File: config.mk
export PLATFORM = sky130hd
export DESIGN_NAME = pipe_interlock
export DESIGN_NICKNAME = d
export VERILOG_FILES = /design/src/rtl/pipe_il_pkg.sv /design/src/rtl/il_exec_slot.sv /design/src/rtl/il_wb_reserve.sv /design/src/rtl/il_hazard_cmp.sv /design/src/rtl/pipe_interlock.sv
export SDC_FILE = /design/constraint.sdc
export NUM_CORES = 1
export LEC_CHECK = 0
export BUFFER_PORTS_ARGS = -buffer_cell sky130_fd_sc_hd__buf_4
export CAP_MARGIN = 10
export CORE_ASPECT_RATIO = 1.4
export CORE_MARGIN = 2
export CORE_UTILIZATION = 60
export CTS_BUF_LIST = sky130_fd_sc_hd__clkbuf_2 sky130_fd_sc_hd__clkbuf_4 sky130_fd_sc_hd__clkbuf_8
export DETAILED_ROUTE_END_ITERATION = 12
export PLACE_DENSITY = 0.82
export SYNTH_ARGS = -nofsm -noshare
export SYNTH_HDL_FRONTEND = slang
export SYNTH_SLANG_ARGS = --single-unit
File: constraint.sdc
create_clock -name clk -period 2.28 [get_ports clk]
set_input_delay 0.228 -clock clk [delete_from_list [all_inputs] [get_ports clk]]
set_output_delay 0.228 -clock clk [all_outputs]
set_load 0.1 [all_outputs]
File: src/rtl/pipe_il_pkg.sv
// Package: shared types for the pipeline interlock.
// Assumes: nothing beyond IEEE 1800-2017.
package pipe_il_pkg;

    // One flag per kind of hazard seen by the register-read instruction.
    typedef struct packed {
        logic raw;
        logic waw;
        logic unit_busy;
        logic port_busy;
    } hz_cause_t;

    // True when any hazard flag is set.
    function automatic logic any_hazard(input hz_cause_t c);
        return c.raw | c.waw | c.unit_busy | c.port_busy;
    endfunction

endpackage

File: src/rtl/il_exec_slot.sv
// Module: il_exec_slot
// Tracks the single instruction occupying one non-pipelined execution
// unit: its result id and a countdown of execute cycles left, counting
// the current one. Assumes load is only raised when the slot is free or
// its occupant is in its last execute cycle.
module il_exec_slot #(
    parameter int REG_W   = 5,
    parameter int MAX_LAT = 6,
    parameter int LAT_W   = 3
) (
    input  logic             clk,
    input  logic             rst_n,
    input  logic             load,
    input  logic [REG_W-1:0] ld_dst,
    input  logic             ld_dst_valid,
    input  logic [LAT_W-1:0] ld_lat,
    output logic             valid,
    output logic [REG_W-1:0] dst,
    output logic             dst_valid,
    output logic [LAT_W-1:0] rem,
    output logic             busy,
    output logic             done
);

    // Load a new occupant or count the current one down.
    always_ff @(posedge clk) begin
        if (!rst_n) begin
            valid     <= 1'b0;
            dst       <= '0;
            dst_valid <= 1'b0;
            rem       <= '0;
        end else if (load) begin
            valid     <= 1'b1;
            dst       <= ld_dst;
            dst_valid <= ld_dst_valid;
            rem       <= ld_lat;
        end else if (valid) begin
            if (rem == LAT_W'(1)) begin
                valid <= 1'b0;
                rem   <= '0;
            end else begin
                rem <= rem - LAT_W'(1);
            end
        end
    end

    // Occupancy flags seen by the comparator and the writeback stage.
    always_comb begin
        busy = valid && (rem > LAT_W'(1));
        done = valid && (rem == LAT_W'(1));
    end

    // the unit is never reloaded while its occupant still needs it.
    p_load_when_free_r7: assert property (@(posedge clk) disable iff (!rst_n)
        load |-> (!valid || rem == LAT_W'(1)));

    // a freshly loaded countdown equals the issued latency.
    p_load_rem_r5: assert property (@(posedge clk) disable iff (!rst_n)
        load |=> (valid && rem == $past(ld_lat)));

    // an occupied slot always holds a legal countdown.
    p_rem_range_r5: assert property (@(posedge clk) disable iff (!rst_n)
        valid |-> (rem != '0 && rem <= LAT_W'(MAX_LAT)));

endmodule

File: src/rtl/il_wb_reserve.sv
// Module: il_wb_reserve
// Books the writeback port ahead of time. Bit k set means a writeback
// happens k cycles from now (bit 0 is the current cycle). Assumes every
// issued instruction writes back exactly lat+1 cycles after issue.
module il_wb_reserve #(
    parameter int MAX_LAT = 6,
    parameter int LAT_W   = 3,
    parameter int RES_W   = MAX_LAT + 2
) (
    input  logic             clk,
    input  logic             rst_n,
    input  logic             issue,
    input  logic [LAT_W-1:0] lat,
    output logic [RES_W-1:0] res
);

    logic [RES_W-1:0] res_next;

    // Age every booking by one cycle and add the new issue's slot.
    always_comb begin
        for (int k = 0; k < RES_W; k++) begin
            res_next[k] = (k + 1 < RES_W) ? res[(k + 1) % RES_W] : 1'b0;
            if (issue && k == int'(lat)) begin
                res_next[k] = 1'b1;
            end
        end
    end

    // Booking register.
    always_ff @(posedge clk) begin
        if (!rst_n) begin
            res <= '0;
        end else begin
            res <= res_next;
        end
    end

    // a new booking never lands on an already booked cycle.
    p_no_double_book_r8: assert property (@(posedge clk) disable iff (!rst_n)
        issue |=> $countones(res) == $countones($past(res) >> 1) + 1);

endmodule

File: src/rtl/il_hazard_cmp.sv
// Module: il_hazard_cmp
// Compares the register-read instruction against the execute slots,
// the writeback stage and the port bookings, and reports each hazard
// kind. Purely combinational. Assumes rr_lat is in 1..MAX_LAT.
module il_hazard_cmp
    import pipe_il_pkg::*;
#(
    parameter int REG_W     = 5,
    parameter int LAT_W     = 3,
    parameter int NUM_UNITS = 2,
    parameter int UNIT_W    = 1,
    parameter int RES_W     = 8
) (
    input  logic [UNIT_W-1:0]               rr_unit,
    input  logic [LAT_W-1:0]                rr_lat,
    input  logic [REG_W-1:0]                rr_src_a,
    input  logic                            rr_src_a_valid,
    input  logic [REG_W-1:0]                rr_src_b,
    input  logic                            rr_src_b_valid,
    input  logic [REG_W-1:0]                rr_dst,
    input  logic                            rr_dst_valid,
    input  logic [NUM_UNITS-1:0]            slot_valid,
    input  logic [NUM_UNITS-1:0][REG_W-1:0] slot_dst,
    input  logic [NUM_UNITS-1:0]            slot_dst_valid,
    input  logic [NUM_UNITS-1:0][LAT_W-1:0] slot_rem,
    input  logic [NUM_UNITS-1:0]            slot_busy,
    input  logic                            wb_valid,
    input  logic [REG_W-1:0]                wb_dst,
    input  logic                            wb_dst_valid,
    input  logic [RES_W-1:0]                res,
    output hz_cause_t                       cause
);

    // Match the operands against every older instruction.
    always_comb begin
        cause = '0;
        for (int u = 0; u < NUM_UNITS; u++) begin
            if (slot_valid[u] && slot_dst_valid[u]) begin
                if (rr_src_a_valid && slot_dst[u] == rr_src_a) cause.raw = 1'b1;
                if (rr_src_b_valid && slot_dst[u] == rr_src_b) cause.raw = 1'b1;
                if (rr_dst_valid && slot_dst[u] == rr_dst && slot_rem[u] > rr_lat)
                    cause.waw = 1'b1;
            end
            if (slot_busy[u] && rr_unit == UNIT_W'(u)) cause.unit_busy = 1'b1;
        end
        if (wb_valid && wb_dst_valid) begin
            if (rr_src_a_valid && wb_dst == rr_src_a) cause.raw = 1'b1;
            if (rr_src_b_valid && wb_dst == rr_src_b) cause.raw = 1'b1;
        end
        for (int k = 0; k < RES_W; k++) begin
            if (res[k] && k == int'(rr_lat) + 1) cause.port_busy = 1'b1;
        end
    end

endmodule

File: src/rtl/pipe_interlock.sv
// Module: pipe_interlock
// Stall controller for an in-order five-stage pipeline. Holds the
// register-read instruction (and, through stall, decode and fetch) on a
// data, unit or writeback-port hazard and sends an empty slot into
// execute. Assumes the upstream stages obey stall and that rr_lat is in
// 1..MAX_LAT whenever rr_valid is high.
module pipe_interlock
    import pipe_il_pkg::*;
#(
    parameter int REG_W     = 5,
    parameter int NUM_UNITS = 2,
    parameter int MAX_LAT   = 6,
    parameter int LAT_W     = $clog2(MAX_LAT + 1),
    parameter int UNIT_W    = (NUM_UNITS > 1) ? $clog2(NUM_UNITS) : 1
) (
    input  logic              clk,
    input  logic              rst_n,
    input  logic              rr_valid,
    input  logic [UNIT_W-1:0] rr_unit,
    input  logic [LAT_W-1:0]  rr_lat,
    input  logic [REG_W-1:0]  rr_src_a,
    input  logic              rr_src_a_valid,
    input  logic [REG_W-1:0]  rr_src_b,
    input  logic              rr_src_b_valid,
    input  logic [REG_W-1:0]  rr_dst,
    input  logic              rr_dst_valid,
    output logic              stall,
    output logic              ex_bubble
);

    localparam int RES_W = MAX_LAT + 2;

    logic [NUM_UNITS-1:0]            slot_valid;
    logic [NUM_UNITS-1:0][REG_W-1:0] slot_dst;
    logic [NUM_UNITS-1:0]            slot_dst_valid;
    logic [NUM_UNITS-1:0][LAT_W-1:0] slot_rem;
    logic [NUM_UNITS-1:0]            slot_busy;
    logic [NUM_UNITS-1:0]            slot_done;
    logic [NUM_UNITS-1:0]            slot_load;
    logic                            wb_valid;
    logic [REG_W-1:0]                wb_dst;
    logic                            wb_dst_valid;
    logic [REG_W-1:0]                wb_dst_next;
    logic                            wb_dv_next;
    logic [RES_W-1:0]                res;
    hz_cause_t                       cause;
    logic                            issue;

    // Issue when a valid instruction sees no hazard.
    always_comb begin
        issue     = rr_valid && !any_hazard(cause);
        stall     = rr_valid && any_hazard(cause);
        ex_bubble = !issue;
    end

    // One countdown slot per execution unit.
    for (genvar g = 0; g < NUM_UNITS; g++) begin : g_unit
        assign slot_load[g] = issue && (rr_unit == UNIT_W'(g));
        il_exec_slot #(
            .REG_W   (REG_W),
            .MAX_LAT (MAX_LAT),
            .LAT_W   (LAT_W)
        ) u_slot (
            .clk          (clk),
            .rst_n        (rst_n),
            .load         (slot_load[g]),
            .ld_dst       (rr_dst),
            .ld_dst_valid (rr_dst_valid),
            .ld_lat       (rr_lat),
            .valid        (slot_valid[g]),
            .dst          (slot_dst[g]),
            .dst_valid    (slot_dst_valid[g]),
            .rem          (slot_rem[g]),
            .busy         (slot_busy[g]),
            .done         (slot_done[g])
        );
    end

    // Select the slot that finishes execute this cycle.
    always_comb begin
        wb_dst_next = '0;
        wb_dv_next  = 1'b0;
        for (int u = 0; u < NUM_UNITS; u++) begin
            if (slot_done[u]) begin
                wb_dst_next = wb_dst_next | slot_dst[u];
                wb_dv_next  = wb_dv_next | slot_dst_valid[u];
            end
        end
    end

    // Writeback stage register.
    always_ff @(posedge clk) begin
        if (!rst_n) begin
            wb_valid     <= 1'b0;
            wb_dst       <= '0;
            wb_dst_valid <= 1'b0;
        end else begin
            wb_valid     <= |slot_done;
            wb_dst       <= wb_dst_next;
            wb_dst_valid <= wb_dv_next;
        end
    end

    il_wb_reserve #(
        .MAX_LAT (MAX_LAT),
        .LAT_W   (LAT_W),
        .RES_W   (RES_W)
    ) u_reserve (
        .clk   (clk),
        .rst_n (rst_n),
        .issue (issue),
        .lat   (rr_lat),
        .res   (res)
    );

    il_hazard_cmp #(
        .REG_W     (REG_W),
        .LAT_W     (LAT_W),
        .NUM_UNITS (NUM_UNITS),
        .UNIT_W    (UNIT_W),
        .RES_W     (RES_W)
    ) u_cmp (
        .rr_unit        (rr_unit),
        .rr_lat         (rr_lat),
        .rr_src_a       (rr_src_a),
        .rr_src_a_valid (rr_src_a_valid),
        .rr_src_b       (rr_src_b),
        .rr_src_b_valid (rr_src_b_valid),
        .rr_dst         (rr_dst),
        .rr_dst_valid   (rr_dst_valid),
        .slot_valid     (slot_valid),
        .slot_dst       (slot_dst),
        .slot_dst_valid (slot_dst_valid),
        .slot_rem       (slot_rem),
        .slot_busy      (slot_busy),
        .wb_valid       (wb_valid),
        .wb_dst         (wb_dst),
        .wb_dst_valid   (wb_dst_valid),
        .res            (res),
        .cause          (cause)
    );

    // the writeback stage and the port bookings never disagree.
    p_wb_tracks_reserve_r8: assert property (@(posedge clk) disable iff (!rst_n)
        wb_valid == res[0]);

    // at most one unit hands over to writeback per cycle.
    p_single_writer_r8: assert property (@(posedge clk) disable iff (!rst_n)
        $onehot0(slot_done));

    // a presented instruction carries a legal latency.
    p_lat_legal_r5: assert property (@(posedge clk) disable iff (!rst_n)
        rr_valid |-> (rr_lat != '0 && rr_lat <= LAT_W'(MAX_LAT)));

endmodule

==> metrics.md <==
| Metric | Value |
|---|---|
| Pwr/cell area | `roughly 560 mW/mm2` |
| Max frequency | `between 400 and 500 MHz` |
| Count of cell types in the netlist | `44` |
| Site Rows | `26` |
| DR DRC count | `0` |
| Die width | `around 56 um` |
| Hold EP | `u_reserve.res[0]` |
| Reg2reg end | `u_reserve.res[4]` |
| Port bufs | `26` |
| Via count | `1,996` |
| Max cap viols | `0` |
| DIE AREA | `0.004349 mm2` |
| Fin. Hold Viols | `0` |
| Initial DRC count | `80` |
| Vias in the first global route | `2,046` |
| Clock latency at the later pin of the worst-skew pair | `about 0.30 ns` |
| Arrival time worst endpoint | `2.61 ns` |
| Via/cell ratio | `5.888` |
| Ys flop type | `dfxtp_1` |
| CTS Buffer Depth | `2` |
| ANT cells | `0` |
| H-tree levels | `2` |
| Cell with the most instances after synthesis | `nand2_1` |
| Cts bufs inserted | `5` |
| Average wire per standard cell | `roughly 17 um` |
| Worst clock skew | `roughly 0.009 ns` |
| CTS Root Cell | `clkbuf_8` |
| Largest net degree at the start of global routing | `50` |
| Leak Pwr | `between 0.001 and 0.0015 uW` |
| Sink Count | `35` |
| Setup crit start kind | `flop` |
| Pre-CTS setup slack | `-0.02506 ns` |
| Yosys top cell area share | `0.3048` |
| Most instantiated cells after synthesis | `nand2_1, dfxtp_1, xnor2_1` |
| IO Count | `27` |
| Clock transition at path regs | `0.07 ns` |
| Syn_area_per_cell | `8.641 um2` |
| HPWL Detailed | `4233 um` |
| Hold WC Path Type | `in2reg` |
| Hold slack final | `0.1582 ns` |
| R2R depth | `10` |
| DR pass1 iterations | `5` |
| Routability Congestion | `0.8480` |
| Cell count after placement | `between 300 and 400` |
| Reg2Reg Setup Slack | `-0.15 ns` |
| Total chip power | `1574 uW` |
| GR Layer Usage met3 | `0.05734` |
| Setup WS post-layout | `-0.1539 ns` |
| Fillers | `280` |
| M2 GR Usage | `0.4988` |
| Cell taking the most area after synthesis | `dfxtp_1` |
| Worst hold stages | `2` |
| Sequential share of the synthesized area | `0.3048` |
| Initial antenna violation count | `0` |
| Initial core utilization | `0.6253` |
| Nets@finish | `roughly 330` |
| Syn-to-layout area delta | `21.45%` |
| Syn_nets | `~300` |
| Met1 GRT Util | `0.2788` |
| RSZ-0062 raised after global routing | `yes` |
| Asr flop ratio synth | `0` |
| CORE AREA | `0.003676 mm2` |
| Endpoints failing setup | `5` |
| Synth Cell Area | `approximately 0.0023 mm2` |
| Final Non-Filler Cells | `339` |
| Gr usage total | `0.2740` |
| Worst setup EP type | `flop` |
| Synth Instances | `between 200 and 300` |
| Die H | `77.24 um` |
| Rel. slew slack | `0.7034` |
| CP max FO | `5` |
| Fin crit share | `1.067` |
| Status | `finished with violations` |
| Worst Hold Launch | `rr_lat[1]` |
| Synth Register Bits | `35` |
| Critical path class | `reg2reg` |
| Share of post-route cells with drive strength above 1 | `0.2222` |
| Data required, critical path | `2.46 ns` |
| First-pass GRT wire length | `9287 um` |
| Max VDD drop | `516.6 uV` |
| Warnings, synthesis | `0` |
| Antenna-violating nets left | `0` |
| Pins Over Slew Limit | `0` |
| Total grt overflow | `0` |
| Cts hold-fix bufs | `0` |
| Wirelength, routed | `about 5600 um` |
| Top cells by area, synth | `dfxtp_1, xnor2_1, mux2i_1, ha_1, nand2_1` |
| CTS tree | `built` |
| Number of enable flip-flop cells after synthesis | `0` |
| Worst-Margin Slew | `0.4449 ns` |
| Global routing's busiest layer | `met2` |
| Crit path time final | `approximately 2.4 ns` |
| Violated checks | `negative setup slack` |
| Reg2reg start | `u_reserve.res[4]` |
==> logic make-up after synthesis <==
family,synth area share
AND/OR/NAND/NOR,0.2047
XOR/XNOR,0.1524
AO/OA/AOI/OAI,0.1121
flip-flops,0.3048
buffers and inverters,0.05443
multiplexers,0.1061
adder cells (fa/ha/maj),0.06532
==> power breakdown <==
| group | total (uW) | leakage [uW] | switching, uW | internal (uW) |
|---|---|---|---|---|
| sequential | 687 | 0.000286 | 41.1 | 646 |
| clock | 442 | 0.0000477 | 233 | 209 |
| combinational | 445 | 0.000871 | 230 | 214 |
| total | 1570 | 0.00120 | 505 | 1070 |
==> critical path, cell delays in order (launching register included) <==
cell	delay, ns
dfxtp_2	0.32
mux4_2	0.47
o22ai_2	0.19
a311oi_2	0.09
nor4_4	0.31
buf_4	0.18
nand4_4	0.09
buf_4	0.17
buf_6	0.12
buf_4	0.15
o31ai_1	0.25
==> timing repair <==
| item | in CTS | in global routing |
|---|---|---|
| endpoints found under the setup margin | 2 | 25 |
| pin swaps | 2 | 5 |
| resized for setup | 8 | 7 |
| setup buffers | 4 | 1 |
| gates cloned | 0 | 0 |
==> sequential cells by signal, indices dropped and copies added (netlist names) <==
name,cells
u_reserve.res,8
wb_dst,5
wb_dst_valid,1
g_unit.u_slot.dst,10
g_unit.u_slot.valid,2
wb_valid,1
g_unit.u_slot.dst_valid,2
g_unit.u_slot.rem,6
==> worst max path at each step <==
stage                                  end  slack [ns]  cells past startpoint               startpoint
after floorplan           u_reserve.res[1]       -0.22                      7                rr_lat[0]
after global placement               stall        0.06                      9                rr_lat[0]
after detailed placement             stall       -0.03                      9                rr_lat[0]
after CTS                            stall       -0.09                      6  g_unit[1].u_slot.rem[0]
after global routing             ex_bubble       -0.18                      7         u_reserve.res[4]
final                     u_reserve.res[4]       -0.15                     10         u_reserve.res[4]
==> through the flow <==
stage | util | setup TNS, ns | cell area [um2]
2_1_floorplan | - | -0.7661 | 2352
3_3_place_gp | 0.7131 | 0 | 2621
3_5_place_dp | 0.7131 | -0.02506 | 2621
4_1_cts | 0.7515 | -0.1710 | 2763
5_1_grt | 0.7594 | -2.223 | 2791
6_report | 0.7594 | -0.3638 | 2791
==> per-layer routing <==
metal,share of wire,vias to the layer above
li1,-,978
met1,0.38,921
met2,0.54,78
met4,0.039,0
met5,0,-
met3,0.047,19
==> area by class of cell <==
class / instances / area, um2 / share of cell area
clock buffer: 5 / 68.82 / 0.02465
clock inverter: 3 / 15.01 / 0.005379
inverter: 10 / 37.54 / 0.01345
multi-input combinational: 200 / 1526 / 0.5468
sequential: 35 / 703.2 / 0.2519
tap: 42 / 52.55 / 0.01883
timing repair buffer: 44 / 387.9 / 0.1390
==> cells in the final DEF (no fill, tap or decap), drive strengths merged, types with 5 or more instances in the layout <==
cell    instances
buf            44
nand2          39
dfxtp          35
xnor2          26
mux2i          21
xor2           14
nand4          12
ha             12
inv            10
o21ai           8
nand3           7
nor2b           7
a22oi           6
and2            6
clkbuf          5
(Power assumes the default switching activity.)
